[src/rtl/pcx_pkg.sv]
package pcx_pkg;
  localparam int PCX_PC_W   = 15;
  localparam int PCX_MEM_AW = 13;
  localparam int PCX_BYTE_W = 8;
  localparam int PCX_IRQ_VEC = 4;
  localparam int PCX_RST_VEC = 0;

  typedef enum logic [2:0] {
    SRC_HOLD,
    SRC_VEC,
    SRC_LOW,
    SRC_REL,
    SRC_INC
  } pcx_src_e;
endpackage

[src/rtl/pcx_hi_latch.sv]
module pcx_hi_latch #(
  parameter int HI_W = 7
) (
  input  logic            clk,
  input  logic            rst,
  input  logic            step_en,
  input  logic            we,
  input  logic [HI_W-1:0] wdata,
  output logic [HI_W-1:0] q
);
  always_ff @(posedge clk) begin
    if (rst) q <= '0;
    else if (step_en && we) q <= wdata;
  end


  buf_hold_chk: assert property (@(posedge clk) disable iff (rst)
    !(step_en && we) |=> $stable(q));

  buf_rst_chk: assert property (@(posedge clk) rst |=> q == '0);
endmodule

[src/rtl/pcx_next_sel.sv]
module pcx_next_sel
  import pcx_pkg::*;
#(
  parameter int PC_W    = PCX_PC_W,
  parameter int BYTE_W  = PCX_BYTE_W,
  parameter int IRQ_VEC = PCX_IRQ_VEC
) (
  input  logic [PC_W-1:0]        pc,
  input  logic [PC_W-BYTE_W-1:0] hi_buf,
  input  logic                   step_en,
  input  logic                   irq_take,
  input  logic                   lo_we,
  input  logic [BYTE_W-1:0]      lo_wdata,
  input  logic                   jmp_rel,
  input  logic [BYTE_W-1:0]      wreg,
  output pcx_src_e               src,
  output logic [PC_W-1:0]        nxt
);
  logic [PC_W-1:0] seq_addr;
  logic [PC_W-1:0] rel_addr;

  assign seq_addr = pc + PC_W'(1);
  assign rel_addr = seq_addr + PC_W'(wreg);

  always_comb begin
    if (!step_en)      src = SRC_HOLD;
    else if (irq_take) src = SRC_VEC;
    else if (lo_we)    src = SRC_LOW;
    else if (jmp_rel)  src = SRC_REL;
    else               src = SRC_INC;
  end

  always_comb begin
    case (src)
      SRC_VEC:  nxt = PC_W'(IRQ_VEC);
      SRC_LOW:  nxt = {hi_buf, lo_wdata};
      SRC_REL:  nxt = rel_addr;
      SRC_INC:  nxt = seq_addr;
      default:  nxt = pc;
    endcase
  end
endmodule

[src/rtl/pcx_pc_reg.sv]
module pcx_pc_reg #(
  parameter int PC_W    = 15,
  parameter int RST_VEC = 0
) (
  input  logic            clk,
  input  logic            rst,
  input  logic [PC_W-1:0] nxt,
  output logic [PC_W-1:0] q
);
  always_ff @(posedge clk) begin
    if (rst) q <= PC_W'(RST_VEC);
    else     q <= nxt;
  end


  pc_rst_chk: assert property (@(posedge clk) rst |=> q == PC_W'(RST_VEC));
endmodule

[src/rtl/pcx_program_counter.sv]
module pcx_program_counter
  import pcx_pkg::*;
#(
  parameter int PC_W    = PCX_PC_W,
  parameter int MEM_AW  = PCX_MEM_AW,
  parameter int BYTE_W  = PCX_BYTE_W,
  parameter int IRQ_VEC = PCX_IRQ_VEC,
  parameter int RST_VEC = PCX_RST_VEC
) (
  input  logic                   clk,
  input  logic                   rst,
  input  logic                   step_en,
  input  logic                   lo_we,
  input  logic [BYTE_W-1:0]      lo_wdata,
  input  logic                   hi_we,
  input  logic [PC_W-BYTE_W-1:0] hi_wdata,
  input  logic                   jmp_rel,
  input  logic [BYTE_W-1:0]      wreg,
  input  logic                   irq_take,
  output logic [PC_W-1:0]        pc_full,
  output logic [BYTE_W-1:0]      pc_lo,
  output logic [MEM_AW-1:0]      fetch_addr
);
  localparam int HI_W = PC_W - BYTE_W;

  logic [HI_W-1:0] hi_buf;
  logic [PC_W-1:0] pc_q;
  logic [PC_W-1:0] pc_nxt;
  pcx_src_e        src;

  pcx_hi_latch #(.HI_W(HI_W)) u_hi (
    .clk(clk), .rst(rst), .step_en(step_en),
    .we(hi_we), .wdata(hi_wdata), .q(hi_buf)
  );

  pcx_next_sel #(.PC_W(PC_W), .BYTE_W(BYTE_W), .IRQ_VEC(IRQ_VEC)) u_sel (
    .pc(pc_q), .hi_buf(hi_buf), .step_en(step_en), .irq_take(irq_take),
    .lo_we(lo_we), .lo_wdata(lo_wdata), .jmp_rel(jmp_rel), .wreg(wreg),
    .src(src), .nxt(pc_nxt)
  );

  pcx_pc_reg #(.PC_W(PC_W), .RST_VEC(RST_VEC)) u_pc (
    .clk(clk), .rst(rst), .nxt(pc_nxt), .q(pc_q)
  );

  assign pc_full    = pc_q;
  assign pc_lo      = pc_q[BYTE_W-1:0];
  assign fetch_addr = pc_q[MEM_AW-1:0];


  idle_hold_chk: assert property (@(posedge clk) disable iff (rst)
    !step_en |=> $stable(pc_q));

  step_inc_chk: assert property (@(posedge clk) disable iff (rst)
    (step_en && !irq_take && !lo_we && !jmp_rel) |=> pc_q == PC_W'($past(pc_q) + 1'b1));

  vec_load_chk: assert property (@(posedge clk) disable iff (rst)
    (step_en && irq_take) |=> pc_q == PC_W'(IRQ_VEC));

  low_load_chk: assert property (@(posedge clk) disable iff (rst)
    (step_en && lo_we && !irq_take) |=> (pc_q[PC_W-1:BYTE_W] == $past(hi_buf)
                                       && pc_q[BYTE_W-1:0] == $past(lo_wdata)));

  rel_jump_chk: assert property (@(posedge clk) disable iff (rst)
    (step_en && jmp_rel && !lo_we && !irq_take)
      |=> pc_q == PC_W'($past(pc_q) + 1'b1 + $past(wreg)));
endmodule

[config.mk]
export PLATFORM = sky130hd
export DESIGN_NAME = pcx_program_counter
export DESIGN_NICKNAME = d
export VERILOG_FILES = /design/src/rtl/pcx_pkg.sv /design/src/rtl/pcx_hi_latch.sv /design/src/rtl/pcx_next_sel.sv /design/src/rtl/pcx_pc_reg.sv /design/src/rtl/pcx_program_counter.sv
export SDC_FILE = /design/constraint.sdc
export NUM_CORES = 1
export LEC_CHECK = 0
export BUFFER_PORTS_ARGS = -buffer_cell sky130_fd_sc_hd__buf_2
export CAP_MARGIN = 5
export CORE_MARGIN = 4
export CORE_UTILIZATION = 46
export CTS_CLUSTER_SIZE = 28
export DETAILED_ROUTE_END_ITERATION = 16
export PLACE_DENSITY = 0.77
export REMOVE_ABC_BUFFERS = 1
export SYNTH_ARGS = -nofsm -noshare
export SYNTH_HDL_FRONTEND = slang
export SYNTH_SLANG_ARGS = --single-unit
export TNS_END_PERCENT = 20
[constraint.sdc]
create_clock -name clk -period 2.5 [get_ports clk]
set_input_delay 0.125 -clock clk [delete_from_list [all_inputs] [get_ports clk]]
set_output_delay 0.125 -clock clk [all_outputs]
set_load 0.005 [all_outputs]
**Word level (Yosys, flattened, before mapping)**

Cells that the tools add are included.

- Register bits after elaboration: 22
- Bits in latches: 0
- RAM bits: 0
- ROM bits: 0
- Memories kept: 0

- $add $sub $neg: 2
- Multipliers: 0
- Divide/modulo/power cells: 0
- Order comparisons: 0
- Equal/unequal tests: 4
- Shift operators: 0
- Multiplexer cells: 5
- Bitwise logic cells: 0
- Reduce and logical (&&, ||, !) cells: 2

Operators with widths:

| operator | count |
|---|---|
| 15-bit one-hot mux with 4 select lines | 1 |
| 15-bit by 1-bit adder with 15-bit output (second input constant) | 1 |
| 15-bit by 8-bit adder with 15-bit output | 1 |
| 3-bit 2-to-1 mux | 4 |
| 3-bit by 2-bit == test with 1-bit output (second input constant) | 2 |
| 4-bit nonzero test | 1 |
| 3-bit by 1-bit == test with 1-bit output (second input constant) | 1 |
| 3-bit == test (second input constant) | 1 |
| 1-bit logical AND | 1 |

**Logic depth before layout (Yosys ltp)**

Gate-level depths: netlist of the first run.

- Depth after elaboration: 6
- Mapped depth: 11
- Depth with buffers taken out: 11

**Modules after synthesis**

From an unflattened synthesis of the first run, not the netlist that was laid out.

- Cell total of the unflattened synthesis: 275
- Area total of the unflattened synthesis: 2,175.8 um2

Modules (own cells, without submodules):

| module | instances | cells an instance | area each (um2) | sequential area each (um2) |
|---|---|---|---|---|
| pcx_next_sel | 1 | 193 | 1,286.2 | 0.0 |
| pcx_pc_reg | 1 | 31 | 432.9 | 300.3 |
| pcx_hi_latch | 1 | 30 | 299.0 | 140.1 |
| pcx_program_counter | 1 | 21 | 157.7 | 0.0 |

**Worst setup path after synthesis of the first run**

No wires, ideal clock.

- Path kind: register -> register
- Start point: register u_pc.q[0]
- End point: register u_pc.q[11]
- Setup time: 0.130 ns
- Data arrival time: 2.583 ns
- Slack: -0.213 ns
- Cell stages (with the launch flop): 12
- Cells stage by stage: dfxtp_1 -> ha_1 -> nand3_4 -> nor2_1 -> xor2_1 -> ha_1 -> o21ai_0 -> a211oi_1 -> o21a_1 -> nor3b_1 -> xor2_1 -> o22ai_1

- Longest elaborated chain between the ends: 3

Ends and longest elaborated chain:

| element | line | RTL |
|---|---|---|
| start, declared | pcx_pc_reg.sv:8 | `output logic [PC_W-1:0] q` |
| start signal, assigned | pcx_pc_reg.sv:11 | `if (rst) q <= PC_W'(RST_VEC);` |
| start signal, assigned | pcx_pc_reg.sv:12 | `else q <= nxt;` |
| 15-bit by 1-bit adder with 15-bit output (*) | pcx_next_sel.sv:22 | `assign seq_addr = pc + PC_W'(1);` |
| 15-bit by 8-bit adder with 15-bit output | pcx_next_sel.sv:23 | `assign rel_addr = seq_addr + PC_W'(wreg);` |
| 15-bit one-hot mux with 4 select lines (*) | pcx_next_sel.sv:34 | `case (src)` |

Every way passes the cells marked *; elsewhere a longest branch is shown, timed or not.
A chain may end at the register's enable or synchronous reset.

**Final worst setup path of the first run**

- Start point: register u_pc.q[0]
- End point: register u_pc.q[13]

Same word-level chain as after synthesis.

==> impl_metrics.env, run 1 <==
export IMPL_clkSlewWorstSetupHoldPaths_ns=0.09
export IMPL_antenna_found_initial=0
export IMPL_ys_ff_latch=22
export IMPL_synth_edff_count=0
export IMPL_antenna_cells=0
export IMPL_critPathKind="register to register"
export IMPL_detail_route_iter0_violations=203
export IMPL_ctsHoldBuffers=0
export IMPL_dieArea_um2=5490
export IMPL_period_share=0.9976
export IMPL_finalSetupViolations=0
export IMPL_worstSetupEndpoint="u_pc.q[13]$_SDFFE_PP0P_"
export IMPL_path_buf_inv=1
export IMPL_route_met3_wl_um=438
export IMPL_root_buffer="clkbuf_8"
export IMPL_ys_warnings_count=0
export IMPL_start_util=0.4883
export IMPL_routabilityCongestion=0.9216
export IMPL_cap_violations=0
export IMPL_max_slew_margin=0.6150
export IMPL_arrival_ns=2.64
export IMPL_synth_area_top_cells="dfxtp_1 22%, buf_4 7.8%, ha_1 6.8%, a21oi_1 5.0%, xnor2_1 4.8%"
export IMPL_fmax_mhz=401.0
export IMPL_timing_reg2reg_setup_slack_ns=0.006
export IMPL_wl_met2_mm=2.985
export IMPL_route_detailed_drc=0
export IMPL_synth_top_cell_by_area="dfxtp_1"
export IMPL_routed_via_density=5.836
export IMPL_fin_worst_skew_ns=0.007671
export IMPL_r2r_start="u_pc.q[0]$_SDFFE_PP0P_"
export IMPL_vias=2177
export IMPL_core_um2=4115
export IMPL_gr_total_overflow=0
export IMPL_grt_total_usage=0.2213
export IMPL_fin_crit_ns=2.494
export IMPL_max_stage_delay_ns=0.37
export IMPL_finalInstanceArea_um2=2625
export IMPL_grt_max_degree=25
export IMPL_r2r_cells=11
export IMPL_numPortBuffers=65
export IMPL_row_count=23
export IMPL_synth_area_um2=2009
export IMPL_hp_class="input port to register"
export IMPL_cpMaxStageDelayCell="dfxtp_2"
export IMPL_synth_top_cell_area_share=0.2192
export IMPL_drtAntennaViolNets=0
export IMPL_holdWs_ns=0.09268
export IMPL_n_fill_cell=352
export IMPL_final_nets=366
export IMPL_path_delay_family="simple AND/OR/NAND/NOR gates"
export IMPL_cts_made_buffers=3
export IMPL_area_growth_pct=30.64
export IMPL_hold_viol=0
export IMPL_tritoncts="built"
export IMPL_routed_wl_mm=5.975
export IMPL_p_per_area_nw_per_um2=385.9
export IMPL_ys_seq_area_frac=0.2192
export IMPL_cts_path_max_buffers=2
export IMPL_io_pins=66
export IMPL_wire_per_inst_um=16.02
export IMPL_htree_levels=1
export IMPL_cp_cell_sequence="and4_4, nand2_1, xnor2_2, ha_1, o21ai_1, a211oi_2, buf_4, o211ai_1, nor4_2, xor2_1, o22ai_1"
export IMPL_status="finished, final reports clean"
export IMPL_syn_avg_cell_area_um2=8.103
export IMPL_path_depth=11
export IMPL_synth_cells=248
export IMPL_path_max_fanout=4
export IMPL_dieWidth_um=74.10
export IMPL_r2r_end="u_pc.q[13]$_SDFFE_PP0P_"
export IMPL_grt_pass1_vias=2070
export IMPL_fin_total_pwr_uw=1013
export IMPL_cts_sinks=22
export IMPL_vdd_ir_drop_max_v=0.0002297
export IMPL_place_area_um2=2449
export IMPL_crit_start="u_pc.q[0]$_SDFFE_PP0P_"
export IMPL_chipHeight_um=74.10
export IMPL_grt_pass1_wl_mm=9.549
export IMPL_power_leakage_uw=0.001191
export IMPL_drtPass1Iterations=5
export IMPL_clock_latency_ns=0.28
export IMPL_tightest_slew_ns=0.5753
export IMPL_route_layer_met1_wl_mm=2.416
export IMPL_critPathCaptureType="register"
export IMPL_ys_async_sr_fraction=0
export IMPL_worstPathRequired_ns=2.65
export IMPL_ys_types=52
export IMPL_top_layer="met4"
export IMPL_finalMaxSlewViolations=0
export IMPL_rsz0062_at_grt="yes"
export IMPL_ys_flop_type="dfxtp_1"
export IMPL_dp_hpwl_mm=4.497
export IMPL_drive_gt1_frac=0.4303
export IMPL_critPathLaunchType="register"
-- cell usage after synthesis (3+ instances only) --
library cell,count
a31oi_1,3
nand2_1,24
buf_4,21
xor2_1,9
o21ai_0,8
dfxtp_1,22
a21oi_1,20
ha_1,11
a222oi_1,3
a211oi_1,3
clkbuf_1,5
nor2_1,18
nand3_1,10
o22ai_1,7
xnor2_1,11
nor3b_1,3
nand2b_1,3
a21o_1,3
a221oi_1,4
inv_1,9
o211ai_1,5
a22oi_1,8
nor3_1,4
-- final cells by class --
cell class | instances | area (µm²) | share of cell area
Clock buffer | 3 | 41.29 | 0.01573
Inverter | 9 | 33.78 | 0.01287
Timing Repair Buffer | 99 | 593.1 | 0.2259
Clock inverter | 1 | 30.03 | 0.01144
Sequential cell | 22 | 445.4 | 0.1697
Multi-Input combinational cell | 189 | 1419 | 0.5405
Tap cell | 50 | 62.56 | 0.02383
-- power by group --
group | internal, µW | switching [µW] | total [µW] | leakage, µW
combinational | 136 | 149 | 284 | 0.000975
clock | 214 | 136 | 350 | 0.0000357
sequential | 364 | 13.8 | 378 | 0.000181
total | 715 | 298 | 1010 | 0.00119
-- worst reg2reg max path, stage by stage, from the launching register on --
cell and delay [ns]:
dfxtp_2 0.37, and4_4 0.25, nand2_1 0.12, xnor2_2 0.17, ha_1 0.34, o21ai_1 0.10
a211oi_2 0.19, buf_4 0.14, o211ai_1 0.12, nor4_2 0.30, xor2_1 0.18, o22ai_1 0.08
-- layout by cell type, fill, tap and decap left out, types with 3 or more instances in the layout --
cell type  count
a221oi_1       4
o21ai_0        6
nand2_1       24
ha_2           3
clkbuf_8       3
nand2b_1       3
xnor2_2        3
a222oi_1       3
buf_2         65
a21oi_1       18
xor2_1         7
nor3_1         3
inv_1          9
xnor2_1       10
o211ai_1       5
a22oi_1        8
dfxtp_2        4
buf_4         33
a21o_1         3
nand3_1       10
nor2_1        15
dfxtp_1       18
ha_1           8
o22ai_1        7
a31oi_1        3
-- stage by stage --
step | TNS (ns) | util | setup WS, ns | std cells
2_1_floorplan | -0.7698 | - | -0.2510 | 220
3_3_place_gp | -0.03131 | 0.5950 | -0.02903 | 365
3_5_place_dp | -0.2458 | 0.5950 | -0.09544 | 365
4_1_cts | 0 | 0.6184 | 0.0004852 | 370
5_1_grt | -0.5171 | 0.6379 | -0.1251 | 373
6_report | 0 | 0.6379 | 0.006062 | 373
-- worst min path at each step --
stage / from / to / slack, ns / cells after the start
after floorplan: rst / u_hi.q[0]$_SDFFE_PP0P_ / 0.19 / 1
after global placement: hi_wdata[6] / u_hi.q[6]$_SDFFE_PP0P_ / 0.38 / 3
after detailed placement: hi_wdata[5] / u_hi.q[5]$_SDFFE_PP0P_ / 0.39 / 3
after CTS: hi_wdata[5] / u_hi.q[5]$_SDFFE_PP0P_ / 0.1 / 3
after global routing: hi_wdata[5] / u_hi.q[5]$_SDFFE_PP0P_ / 0.1 / 3
final: hi_wdata[5] / u_hi.q[5]$_SDFFE_PP0P_ / 0.09 / 3
-- registers in the layout, summed over array words and instances, names as in the netlist --
register	flops
u_hi.q	7
u_pc.q	15
-- routing by layer --
metal	GRT usage	vias up
met3	0.03514	17
li1	-	1042
met4	0.07243	0
met1	0.2816	1025
met5	0	-
met2	0.3809	93
-- repair_timing --
| action | in CTS | in global routing |
|---|---|---|
| endpoints found under the setup margin | 6 | 7 |
| buffers inserted | 1 | 3 |
| resized for setup | 6 | 17 |
| pin swaps | 2 | 10 |
-- logic make-up (layout without fill, tap and decap cells) --
logic type,Yosys count,after routing,synth area share
and+or+nand+nor,85,85,0.2559
AOI/OAI and AO/OA,70,70,0.2335
buffers and inverters,37,112,0.1096
xor gates and xnor gates,22,22,0.1034
DFF,22,22,0.2192
adders and majority gates,12,12,0.07846
(Power assumes the default switching activity.)
==> run 2: changes to the inputs <==
==> constraint.sdc (replaced) <==
create_clock -name clk -period 2.22 [get_ports clk]
set_input_delay 0.111 -clock clk [delete_from_list [all_inputs] [get_ports clk]]
set_output_delay 0.111 -clock clk [all_outputs]
set_load 0.005 [all_outputs]
==> impl_metrics.env, run 2 (synthesized netlist as in run 1, its figures left out) <==
export IMPL_critPathKind="register to register"
export IMPL_grt_max_degree=25
export IMPL_setup_ws_ns=-0.2774
export IMPL_dpl_cell_count=375
export IMPL_cts_made_buffers=3
export IMPL_drtAntennaViolNets=0
export IMPL_chipHeight_um=74.10
export IMPL_detail_route_iter0_violations=139
export IMPL_finalInstanceArea_um2=2813
export IMPL_vias=2198
export IMPL_io_pins=66
export IMPL_htree_levels=1
export IMPL_numPortBuffers=65
export IMPL_final_nets=380
export IMPL_r2r_cells=11
export IMPL_hold_viol=0
export IMPL_worstSetupEndpoint="u_pc.q[13]$_SDFFE_PP0P_"
export IMPL_root_buffer="clkbuf_8"
export IMPL_routed_wl_mm=6.108
export IMPL_ctsHoldBuffers=0
export IMPL_gr_total_overflow=0
export IMPL_violations="setup timing"
export IMPL_wire_per_inst_um=15.78
export IMPL_row_count=23
export IMPL_route_detailed_drc=0
export IMPL_status="finished with violations"
export IMPL_antenna_cells=0
export IMPL_critPathCaptureType="register"
export IMPL_clkSlewWorstSetupHoldPaths_ns=0.10
export IMPL_hp_class="input port to register"
export IMPL_finalMaxSlewViolations=0
export IMPL_r2r_start="u_pc.q[1]$_SDFFE_PP0P_"
export IMPL_cap_violations=0
export IMPL_routed_via_density=5.680
export IMPL_drive_gt1_frac=0.4837
export IMPL_rsz0062_at_grt="yes"
export IMPL_crit_start="u_pc.q[1]$_SDFFE_PP0P_"
export IMPL_vdd_ir_drop_max_v=0.0003462
export IMPL_cts_sinks=22
export IMPL_max_flop_register="u_pc.q"
export IMPL_dp_hpwl_mm=4.564
export IMPL_dieWidth_um=74.10
export IMPL_tritoncts="built"
export IMPL_grt_pass1_wl_mm=9.528
export IMPL_max_slew_margin=0.5801
export IMPL_hold_start="hi_wdata[4]"
export IMPL_arrival_ns=2.64
export IMPL_critPathLaunchType="register"
export IMPL_finalNonFillerCells=387
export IMPL_path_max_fanout=3
export IMPL_clock_latency_ns=0.28
export IMPL_grt_pass1_vias=2056
export IMPL_drtPass1Iterations=4
export IMPL_place_area_um2=2511
export IMPL_fin_worst_skew_ns=0.008672
export IMPL_n_fill_cell=326
export IMPL_worstPathRequired_ns=2.37
export IMPL_r2r_end="u_pc.q[13]$_SDFFE_PP0P_"
export IMPL_fin_crit_ns=2.497
export IMPL_tightest_slew_ns=0.6285
export IMPL_fmax_mhz=400.4
export IMPL_core_um2=4115
export IMPL_antenna_found_initial=0
export IMPL_p_per_area_nw_per_um2=422.4
export IMPL_reg_top3="u_pc.q x15, u_hi.q x7"
export IMPL_power_leakage_uw=0.001288
export IMPL_timing_reg2reg_setup_slack_ns=-0.28
export IMPL_largest_reg_flops=15
export IMPL_grt_total_usage=0.2228
export IMPL_period_share=1.125
export IMPL_cts_path_max_buffers=2
export IMPL_dieArea_um2=5490
export IMPL_tns_ns=-1.276
export IMPL_final_cell_mix="65 x buf_2, 46 x buf_4, 23 x nand2_1"
export IMPL_area_growth_pct=39.98
export IMPL_finalSetupViolations=7
export IMPL_layout_commonest_cell="buf_2"
export IMPL_routabilityCongestion=0.8583
export IMPL_start_util=0.4883
==> run 2: cell types whose count changed in the layout (fill, tap and decap cells not counted), sizes merged <==
cell,before,now
buf,99,113
==> run 2: final cells by class <==
type / instances / area [µm²] / share of cell area
multi-input cells: 189 / 1501 / 0.5338
inverters: 9 / 33.78 / 0.01201
clock inverters: 1 / 30.03 / 0.01068
flip-flops and latches: 22 / 450.4 / 0.1601
repair buffers: 113 / 693.2 / 0.2464
clock buffers: 3 / 41.29 / 0.01468
well taps: 50 / 62.56 / 0.02224
==> run 2: critical path: stages (launching register included) <==
cell      delay, ns
dfxtp_4        0.38
and4_4         0.25
nand4_1        0.16
xnor2_1        0.17
ha_2           0.34
nor2_2         0.05
a211oi_2       0.23
buf_4          0.17
o211ai_1       0.12
nor4_2         0.23
xor2_1         0.17
o22ai_1        0.09
==> run 2: worst min-delay path by stage <==
stage,to,depth (start not counted)
final,u_hi.q[4]$_SDFFE_PP0P_,3
after global routing,u_hi.q[3]$_SDFFE_PP0P_,3
after CTS,u_hi.q[6]$_SDFFE_PP0P_,3
after detailed placement,u_hi.q[4]$_SDFFE_PP0P_,3
after global placement,u_hi.q[3]$_SDFFE_PP0P_,3
after floorplan,u_hi.q[0]$_SDFFE_PP0P_,1
==> run 2: where the power goes <==
group	internal [µW]	switching [µW]
Combinational	184	181
Sequential	409	15.1
Clock	241	157
Total	834	354
==> run 2: routing by layer <==
| layer | part of all wire | global-route usage | vias up | routed length, µm |
|---|---|---|---|---|
| met3 | 0.067 | 0.03243 | 13 | 409 |
| met1 | 0.41 | 0.2703 | 1024 | 2516 |
| met4 | 0.015 | 0.06841 | 0 | 93 |
| met2 | 0.51 | 0.4035 | 86 | 3089 |
| met5 | 0 | 0 | - | 0 |
| li1 | - | - | 1075 | - |
==> run 2: repair_timing <==
item,4_1_cts,5_1_grt
setup buffers,7,1
gates resized for setup,28,13
pin swaps,12,10
cloned,0,0
setup endpoints to repair,11,12
==> run 2: through the flow <==
step           utilization  power [µW]  setup WS [ns]  hold WS [ns]
4_1_cts             0.6674        1163        -0.1863       0.08408
6_report            0.6835        1188        -0.2774       0.07920
2_1_floorplan            -       582.4        -0.5310        0.1801
3_5_place_dp        0.6102       743.2        -0.3582        0.3705
3_3_place_gp        0.6102       736.5        -0.2984        0.3655
5_1_grt             0.6835        1237        -0.4384       0.08865
==> run 3: changes to the inputs <==
--- a/config.mk
+++ b/config.mk
@@ -11,6 +11,7 @@
 export CORE_UTILIZATION = 46
 export CTS_CLUSTER_SIZE = 28
 export DETAILED_ROUTE_END_ITERATION = 16
+export MAX_ROUTING_LAYER = met4
 export PLACE_DENSITY = 0.77
 export REMOVE_ABC_BUFFERS = 1
 export SYNTH_ARGS = -nofsm -noshare
==> impl_metrics.env, run 3 (synthesized netlist as in run 1, its figures left out) <==
export IMPL_status="finished with violations"
export IMPL_violations="setup timing"
export IMPL_dieArea_um2=5490
export IMPL_tightest_slew_ns=0.6599
export IMPL_finalSetupViolations=7
export IMPL_power_frac_clock=0.273
export IMPL_row_count=23
export IMPL_period_share=1.080
export IMPL_rsz0062_at_grt="yes"
export IMPL_dp_hpwl_mm=4.573
export IMPL_path_delay_family="simple AND/OR/NAND/NOR gates"
export IMPL_netSwitchingFraction=0.3122
export IMPL_pwr_share_comb=0.339
export IMPL_detail_route_iter0_violations=146
export IMPL_path_buf_inv=1
export IMPL_area_growth_pct=39.66
export IMPL_cts_path_max_buffers=2
export IMPL_tritoncts="built"
export IMPL_critPathKind="register to register"
export IMPL_chipHeight_um=74.10
export IMPL_p_per_area_nw_per_um2=389.7
export IMPL_critPathCaptureType="register"
export IMPL_numPortBuffers=65
export IMPL_r2r_end="u_pc.q[11]$_SDFFE_PP0P_"
export IMPL_cap_violations=0
export IMPL_fin_crit_ns=2.398
export IMPL_critPathLaunchType="register"
export IMPL_grt_pass1_vias=2085
export IMPL_seq_power_share=0.389
export IMPL_core_um2=4115
export IMPL_reg_top3="u_pc.q x15, u_hi.q x7"
export IMPL_r2r_cells=11
export IMPL_p_int_uw=752.2
export IMPL_max_stage_delay_ns=0.37
export IMPL_clkSlewWorstSetupHoldPaths_ns=0.08
export IMPL_ctsHoldBuffers=0
export IMPL_worstPathRequired_ns=2.36
export IMPL_max_flop_register="u_pc.q"
export IMPL_wire_per_inst_um=15.90
export IMPL_antenna_found_initial=0
export IMPL_drtPass1Iterations=4
export IMPL_antenna_cells=0
export IMPL_dpl_cell_count=371
export IMPL_r2r_start="u_pc.q[1]$_SDFFE_PP0P_"
export IMPL_clock_latency_ns=0.27
export IMPL_max_slew_margin=0.5591
export IMPL_finalMaxSlewViolations=0
export IMPL_routed_wl_mm=6.027
export IMPL_cts_sinks=22
export IMPL_hold_viol=0
export IMPL_cpMaxStageDelayCell="dfxtp_2"
export IMPL_path_max_fanout=3
export IMPL_drtAntennaViolNets=0
export IMPL_hold_start="hi_wdata[2]"
export IMPL_hp_class="input port to register"
export IMPL_root_buffer="clkbuf_8"
export IMPL_htree_levels=1
export IMPL_arrival_ns=2.54
export IMPL_power_switching_uw=341.4
export IMPL_hold_depth=3
export IMPL_cts_made_buffers=3
export IMPL_timing_reg2reg_setup_slack_ns=-0.18
export IMPL_grt_total_usage=0.2233
export IMPL_routed_via_density=5.718
export IMPL_finish_utilization=0.6820
export IMPL_vdd_ir_drop_max_v=0.0003513
export IMPL_setup_ws_ns=-0.1779
export IMPL_holdWs_ns=0.08561
export IMPL_fin_worst_skew_ns=0.001591
export IMPL_vias=2167
export IMPL_gr_total_overflow=0
export IMPL_dieWidth_um=74.10
export IMPL_finalNonFillerCells=379
export IMPL_routabilityCongestion=0.8941
export IMPL_hold_end="u_hi.q[2]$_SDFFE_PP0P_"
export IMPL_fmax_mhz=417.0
export IMPL_start_util=0.4883
export IMPL_layout_commonest_cell="buf_2"
export IMPL_route_detailed_drc=0
export IMPL_grt_max_degree=25
export IMPL_grt_pass1_wl_mm=9.370
export IMPL_drive_gt1_frac=0.4802
export IMPL_io_pins=66
export IMPL_final_cell_mix="65 x buf_2, 37 x buf_4, 22 x nand2_1"
export IMPL_final_nets=372
export IMPL_cp_cell_sequence="and4_4, nand4_1, xnor2_1, ha_2, nor2_4, a211oi_2, buf_4, o21a_1, nor3b_4, xor2_1, o22ai_1"
export IMPL_largest_reg_flops=15
export IMPL_power_leakage_uw=0.001275
## run 3: cell count changes in the layout (fill, tap and decap cells not counted), sizes merged
cell and change:
buf -8, clkbuf +1, bufinv -1
## run 3: repair_timing
| action | CTS | global route |
|---|---|---|
| buffers inserted | 1 | 3 |
| resized for setup | 27 | 23 |
| setup endpoints to repair | 10 | 10 |
| pin swaps | 9 | 10 |
## run 3: final cells by class
type | instances | area (µm²)
Clock buffer | 4 | 55.05
Tap cell | 50 | 62.56
Multi-Input combinational cell | 189 | 1570
Sequential cell | 22 | 447.9
Timing Repair Buffer | 105 | 636.9
Fill cell | 328 | 1309
Inverter | 9 | 33.78
## run 3: how the worst max path moves through the flow
stage | from | end | cells after the start
after floorplan | u_pc.q[0]$_SDFFE_PP0P_ | u_pc.q[11]$_SDFFE_PP0P_ | 11
after global placement | u_pc.q[0]$_SDFFE_PP0P_ | u_pc.q[7]$_SDFFE_PP0P_ | 11
after detailed placement | u_pc.q[0]$_SDFFE_PP0P_ | u_pc.q[7]$_SDFFE_PP0P_ | 11
after CTS | u_pc.q[0]$_SDFFE_PP0P_ | u_pc.q[11]$_SDFFE_PP0P_ | 11
after global routing | u_pc.q[1]$_SDFFE_PP0P_ | u_pc.q[13]$_SDFFE_PP0P_ | 11
final | u_pc.q[1]$_SDFFE_PP0P_ | u_pc.q[11]$_SDFFE_PP0P_ | 11
## run 3: stage by stage
stage               TNS [ns]  setup slack (ns)  power [µW]  instance area, µm²
CTS                   -1.120           -0.1814        1064                2654
global placement      -1.928           -0.3149       732.5                2481
finish               -0.8940           -0.1779        1094                2806
detailed placement    -2.730           -0.4053       740.0                2481
global route          -1.809           -0.2633        1147                2806
floorplan             -3.068           -0.5310       582.4                1823
## run 3: per-layer routing
layer / up-vias / wire, µm / track usage
li1: 1056 / - / -
met1: 1012 / 2419 / 0.2668
met2: 87 / 3090 / 0.3809
met3: 12 / 417 / 0.04459
met4: 0 / 100 / 0.06036
met5: - / 0 / -
## run 3: power groups by stage
stage / Combinational, µW / Sequential, µW / Clock [µW]
floorplan: 136 / 446 / 0
global placement: 302 / 431 / 0
detailed placement: 309 / 431 / 0
CTS: 339 / 423 / 302
global route: 408 / 426 / 312
finish: 371 / 425 / 298
## run 3: worst reg2reg max path, delay by kind of cell (launching register included)
family / cells / cell delay [ns]
compound gates: 3 / 0.45
xor+xnor: 2 / 0.36
fa+ha+maj: 1 / 0.26
buf+inv: 1 / 0.14
flops: 1 / 0.37
simple gates: 4 / 0.69
